### src/rtl/pgt_pkg.sv
package pgt_pkg;
  // Qualified gate as seen by the arming logic and the counter.
  typedef struct packed {
    logic level;  // current qualified gate level
    logic fall;   // qualified level dropped this cycle
  } gate_evt_t;

  localparam int unsigned PGT_CNT_W = 16;
endpackage

### src/rtl/pgt_gate_qual.sv
module pgt_gate_qual
  import pgt_pkg::*;
#(
  parameter int unsigned SYNC_STAGES = 1
) (
  input  logic      clk,
  input  logic      rst_n,
  input  logic      gate_i,
  input  logic      pol_i,
  input  logic      tog_mode_i,
  output gate_evt_t evt_o
);
  logic gate_q;
  logic pol_gate;
  logic pol_prev_q, pol_prev_d;
  logic tog_q, tog_d;
  logic lvl_prev_q, lvl_prev_d;
  logic lvl;

  // Input register stage(s)
  generate
    if (SYNC_STAGES <= 1) begin : g_one
      logic s_q;
      always_ff @(posedge clk or negedge rst_n) begin
        if (!rst_n) s_q <= 1'b0;
        else        s_q <= gate_i;
      end
      assign gate_q = s_q;
    end else begin : g_chain
      logic [SYNC_STAGES-1:0] s_q;
      always_ff @(posedge clk or negedge rst_n) begin
        if (!rst_n) s_q <= '0;
        else        s_q <= {s_q[SYNC_STAGES-2:0], gate_i};
      end
      assign gate_q = s_q[SYNC_STAGES-1];
    end
  endgenerate

  assign pol_gate = gate_q ^ pol_i;
  assign lvl      = tog_mode_i ? tog_q : pol_gate;

  always_comb begin
    pol_prev_d = pol_gate;
    lvl_prev_d = lvl;
    if (!tog_mode_i)                 tog_d = 1'b0;
    else if (pol_gate && !pol_prev_q) tog_d = ~tog_q;
    else                             tog_d = tog_q;
  end

  always_ff @(posedge clk or negedge rst_n) begin
    if (!rst_n) begin
      pol_prev_q <= 1'b0;
      tog_q      <= 1'b0;
      lvl_prev_q <= 1'b0;
    end else begin
      pol_prev_q <= pol_prev_d;
      tog_q      <= tog_d;
      lvl_prev_q <= lvl_prev_d;
    end
  end

  assign evt_o.level = lvl;
  assign evt_o.fall  = lvl_prev_q & ~lvl;
endmodule

### src/rtl/pgt_arm.sv
module pgt_arm
  import pgt_pkg::*;
(
  input  logic      clk,
  input  logic      rst_n,
  input  gate_evt_t evt_i,
  input  logic      sp_mode_i,
  input  logic      go_set_i,
  input  logic      irq_clr_i,
  output logic      armed_o,
  output logic      irq_o
);
  logic armed_q, armed_d;
  logic irq_q, irq_d;

  always_comb begin
    // software arm beats the hardware disarm in the same cycle
    if (!sp_mode_i)     armed_d = 1'b0;
    else if (go_set_i)  armed_d = 1'b1;
    else if (evt_i.fall) armed_d = 1'b0;
    else                armed_d = armed_q;

    // hardware set beats software clear
    if (evt_i.fall)     irq_d = 1'b1;
    else if (irq_clr_i) irq_d = 1'b0;
    else                irq_d = irq_q;
  end

  always_ff @(posedge clk or negedge rst_n) begin
    if (!rst_n) begin
      armed_q <= 1'b0;
      irq_q   <= 1'b0;
    end else begin
      armed_q <= armed_d;
      irq_q   <= irq_d;
    end
  end

  assign armed_o = armed_q;
  assign irq_o   = irq_q;
endmodule

### src/rtl/pgt_counter.sv
module pgt_counter #(
  parameter int unsigned W = 16
) (
  input  logic         clk,
  input  logic         rst_n,
  input  logic         inc_i,
  input  logic         wr_i,
  input  logic [W-1:0] wdata_i,
  output logic [W-1:0] cnt_o,
  output logic         ovf_o
);
  localparam logic [W-1:0] ALL_ONES = {W{1'b1}};

  logic [W-1:0] cnt_q, cnt_d;
  logic         ovf_q, ovf_d;
  logic         cnt_ce;

  always_comb begin
    cnt_ce = wr_i | inc_i;
    cnt_d  = wr_i ? wdata_i : cnt_q + 1'b1;
    ovf_d  = inc_i & ~wr_i & (cnt_q == ALL_ONES);
  end

  always_ff @(posedge clk or negedge rst_n) begin
    if (!rst_n)      cnt_q <= '0;
    else if (cnt_ce) cnt_q <= cnt_d;
  end

  always_ff @(posedge clk or negedge rst_n) begin
    if (!rst_n) ovf_q <= 1'b0;
    else        ovf_q <= ovf_d;
  end

  assign cnt_o = cnt_q;
  assign ovf_o = ovf_q;
endmodule

### src/rtl/pulse_gate_timer.sv
module pulse_gate_timer
  import pgt_pkg::*;
#(
  parameter int unsigned CNT_W       = PGT_CNT_W,
  parameter int unsigned SYNC_STAGES = 1
) (
  input  logic             clk,
  input  logic             rst_n,
  input  logic             tick_i,
  input  logic             gate_i,
  input  logic             gate_en_i,
  input  logic             gate_pol_i,
  input  logic             tog_mode_i,
  input  logic             sp_mode_i,
  input  logic             go_set_i,
  input  logic             irq_clr_i,
  input  logic             cnt_wr_i,
  input  logic [CNT_W-1:0] cnt_wdata_i,
  output logic [CNT_W-1:0] cnt_o,
  output logic             ovf_o,
  output logic             armed_o,
  output logic             gate_lvl_o,
  output logic             irq_o
);
  gate_evt_t evt;
  logic      armed;
  logic      gate_ok;
  logic      inc;

  pgt_gate_qual #(.SYNC_STAGES(SYNC_STAGES)) u_qual (
    .clk       (clk),
    .rst_n     (rst_n),
    .gate_i    (gate_i),
    .pol_i     (gate_pol_i),
    .tog_mode_i(tog_mode_i),
    .evt_o     (evt)
  );

  pgt_arm u_arm (
    .clk      (clk),
    .rst_n    (rst_n),
    .evt_i    (evt),
    .sp_mode_i(sp_mode_i),
    .go_set_i (go_set_i),
    .irq_clr_i(irq_clr_i),
    .armed_o  (armed),
    .irq_o    (irq_o)
  );

  always_comb begin
    gate_ok = evt.level & (~sp_mode_i | armed);
    inc     = tick_i & (~gate_en_i | gate_ok);
  end

  pgt_counter #(.W(CNT_W)) u_cnt (
    .clk    (clk),
    .rst_n  (rst_n),
    .inc_i  (inc),
    .wr_i   (cnt_wr_i),
    .wdata_i(cnt_wdata_i),
    .cnt_o  (cnt_o),
    .ovf_o  (ovf_o)
  );

  assign armed_o    = armed;
  assign gate_lvl_o = evt.level;
endmodule

### config.mk
export PLATFORM = sky130hd
export DESIGN_NAME = pulse_gate_timer
export DESIGN_NICKNAME = d
export VERILOG_FILES = /design/src/rtl/pgt_pkg.sv /design/src/rtl/pgt_gate_qual.sv /design/src/rtl/pgt_arm.sv /design/src/rtl/pgt_counter.sv /design/src/rtl/pulse_gate_timer.sv
export SDC_FILE = /design/constraint.sdc
export NUM_CORES = 1
export LEC_CHECK = 0
export BUFFER_PORTS_ARGS = -buffer_cell sky130_fd_sc_hd__clkbuf_2
export CAP_MARGIN = 25
export CORE_UTILIZATION = 53
export DETAILED_ROUTE_END_ITERATION = 7
export GPL_ROUTABILITY_DRIVEN = 1
export MAX_ROUTING_LAYER = met4
export PLACE_DENSITY = 0.92
export SYNTH_ARGS = -nofsm -noshare
export SYNTH_HDL_FRONTEND = slang
export SYNTH_SLANG_ARGS = --single-unit
### constraint.sdc
create_clock -name clk -period 3.87 [get_ports clk]
set_input_delay 0.387 -clock clk [delete_from_list [all_inputs] [get_ports clk]]
set_output_delay 0.387 -clock clk [all_outputs]
set_load 0.005 [all_outputs]
==> impl_metrics.tcl <==
set metrics [dict create \
    fmax_mhz 524.6 \
    dpl-instance-area_um2 1558 \
    post-cts-setup-buffer-count 0 \
    start_kind "register" \
    cp_slowest_cell "dfrtp_1" \
    setup_violations 0 \
    overflow 0 \
    worst_slew_pin_slew_ns 0.6005 \
    hp-class "in -> async" \
    finalHoldViolations 0 \
    htree_num_levels 1 \
    rsz0062_at_grt "false" \
    synthTopCellsByArea "dfrtp_1 (44%), o31a_1 (6.6%), o21ai_0 (5.3%)" \
    p_leak_nw 0.7375 \
    core_area_um2 2276 \
    cts_max_path_buffers 2 \
    cts_root_buffer "clkbuf_4" \
    period_minus_slack_ns 1.906 \
    synth_nets 161 \
    area_delta_synth_final_pct 19.98 \
    slew_headroom_pct 59.97 \
    dieArea_um2 2697 \
    cp.arrival_ns 1.52 \
    finClkSkew_ns 0.001482 \
    wl_per_cell_um 14.28 \
    stdcell_area_um2 1585 \
    ys_seq_area_share_pct 43.56 \
    outcome "complete, no violations" \
    synth-seq-cells 23 \
    path_buf_inv 2 \
    ios 47 \
    slew_viol_final 0 \
    drt_wl_total_um 2955 \
    path_class "reg -> out" \
    num_vias 1206 \
    cp.required_ns 3.48 \
    nFillCells 174 \
    synthFlopType "dfrtp_1" \
    clk_pin_slew_ns 0.13 \
    drive_above_1_share_pct 33.52 \
    numCtsBuffers 3 \
    synthTopCellsByCount "dfrtp_1 (23), o21ai_0 (14), nand2_1 (12)" \
    synth_top_cell_area_share_pct 43.56 \
    synth_area_leader_cell "dfrtp_1" \
    fin_nets 208 \
    io_buffer_count 46 \
    p_per_area_nw_per_um2 328.2 \
    crit_path_end_kind "output pin" \
    crit_path_max_incr_delay_ns 0.42 \
    antenna_found_initial 0 \
    tns_ns 0 \
    fp.dieH_um 51.93 \
    grt_pass1_wl_um 5057 \
    ant_nets 0 \
    finalCritPeriodShare_pct 49.25 \
    grt_pass1_vias 1170 \
    path_delay_family "flip-flops" \
    dr.pass1.iters 6 \
    synthDistinctLibCells 41 \
    worstPathCellList "xnor2_2 > inv_1 > mux2_2 > clkbuf_2" \
    clock_latency_ns 0.31 \
    cp_max_fo 5 \
    grt_usage_pct 26.09 \
    synthesis.area_um2 1321 \
    ys_async_sr_fraction_pct 100.0 \
    die_w_um 51.93 \
    synth_most_common_cell "dfrtp_1" \
    place.gp.congestion 0.7658 \
    hold_buffers 0 \
    cts.sinks 23 \
    synth-warning-count 0 \
    syn_area_per_cell_um2 9.934 \
    grt_max_degree 36 \
    dp_hpwl_um 2214 \
    rows 17 \
    synth_edf_count 0 \
    n_antenna_cell 0 \
    synth_cells 133 \
    drv_cap 0 \
    drc 0 \
    initialDrtViolationCount 20 \
    cts_resized 0 \
    start_util_pct 58.05 \
    avgViaCountPerCell 5.826 \
    cts_tree "done" \
    irDropWorstVdd_mv 0.2131 \
]
[flip-flops by register name, indices dropped and copies added (netlist names)]
signal	flops
u_qual.lvl_prev_q	1
u_arm.armed_o	1
u_qual.tog_q	1
u_cnt.cnt_o	16
u_cnt.ovf_o	1
u_arm.irq_o	1
u_qual.g_one.s_q	1
u_qual.pol_prev_q	1
[stage by stage]
step / utilization, % / total power, mW / std cells / hold WS [ns] / setup slack (ns)
2_1_floorplan: - / 0.3553 / 133 / 0.09141 / 2.204
3_3_place_gp: 68.44 / 0.4033 / 203 / 0.3971 / 2.029
4_1_cts: 69.65 / 0.5237 / 207 / 0.05983 / 1.950
6_report: 69.65 / 0.5203 / 207 / 0.04080 / 1.964
5_1_grt: 69.65 / 0.5544 / 207 / 0.07233 / 1.812
3_5_place_dp: 68.44 / 0.4115 / 203 / 0.4079 / 1.967
[worst register-to-register path: stages, from the launching register on]
cell     delay [ns]
dfrtp_1        0.46
nand4_1        0.19
inv_1          0.13
nand3_1        0.33
o31a_1         0.40
o31a_1         0.27
[kinds of logic (layout without fill, tap and decap cells)]
logic type      count (synthesis)  after routing  share of synthesized area [%]
xor+xnor                        7              7                          5.209
mux                             2              2                          1.610
simple gates                   53             53                          24.34
flops                          23             23                          43.56
buf+inv                         9             55                          3.598
compound gates                 38             38                          20.74
fa+ha+maj                       1              1                         0.9468
[cell type report]
type                    count  area (um2)  area share (%)
clock buffers               3       22.52           1.421
clock inverters             1       5.005          0.3157
inverters                   5       18.77           1.184
multi-input cells         101       698.2           44.04
flip-flops and latches     23       575.6           36.31
well taps                  28       35.03           2.210
repair buffers             46       230.2           14.52
[power breakdown]
group	internal, mW	switching, mW	leakage (nW)
Clock	0.0387	0.0755	0.0177
Combinational	0.0574	0.0589	0.445
Sequential	0.264	0.0262	0.275
[cells in the final DEF (no fill, tap or decap), types with 2 or more instances in the layout]
cell / count
nor2b_1: 4
clkbuf_4: 3
a21oi_1: 2
or4_1: 2
o21ai_0: 14
and4_1: 3
nor4_1: 4
dfrtp_1: 23
and3_1: 3
inv_1: 5
o21ai_2: 2
xor2_1: 4
a31oi_1: 2
clkbuf_2: 46
nand4_1: 4
o31a_1: 10
nand3_1: 7
xnor2_1: 2
or2b_2: 2
nand2b_1: 5
nand2_1: 12
o211ai_1: 2
[layer usage]
layer | global-route usage (%) | share of wire [%]
met3 | 1.754 | 3.8
met5 | - | 0
met1 | 31.77 | 44
met2 | 44.44 | 51
met4 | 11.26 | 1.3
[final timing paths]
kind	startpoint	end	slack [ns]	depth (start not counted)
min in group clk	gate_i	u_qual.g_one.s_q	0.17	1
hold reg to reg	u_qual.lvl_prev_q	u_arm.irq_o	0.53	2
setup reg to reg	u_cnt.cnt_o[2]	u_cnt.cnt_o[11]	1.99	5
setup / recovery	u_qual.g_one.s_q	gate_lvl_o	1.96	4
hold / removal	rst_n	u_arm.armed_o	0.04	1
max in group asynchronous	rst_n	u_cnt.cnt_o[11]	3.45	1
(Power assumes the default switching activity.)
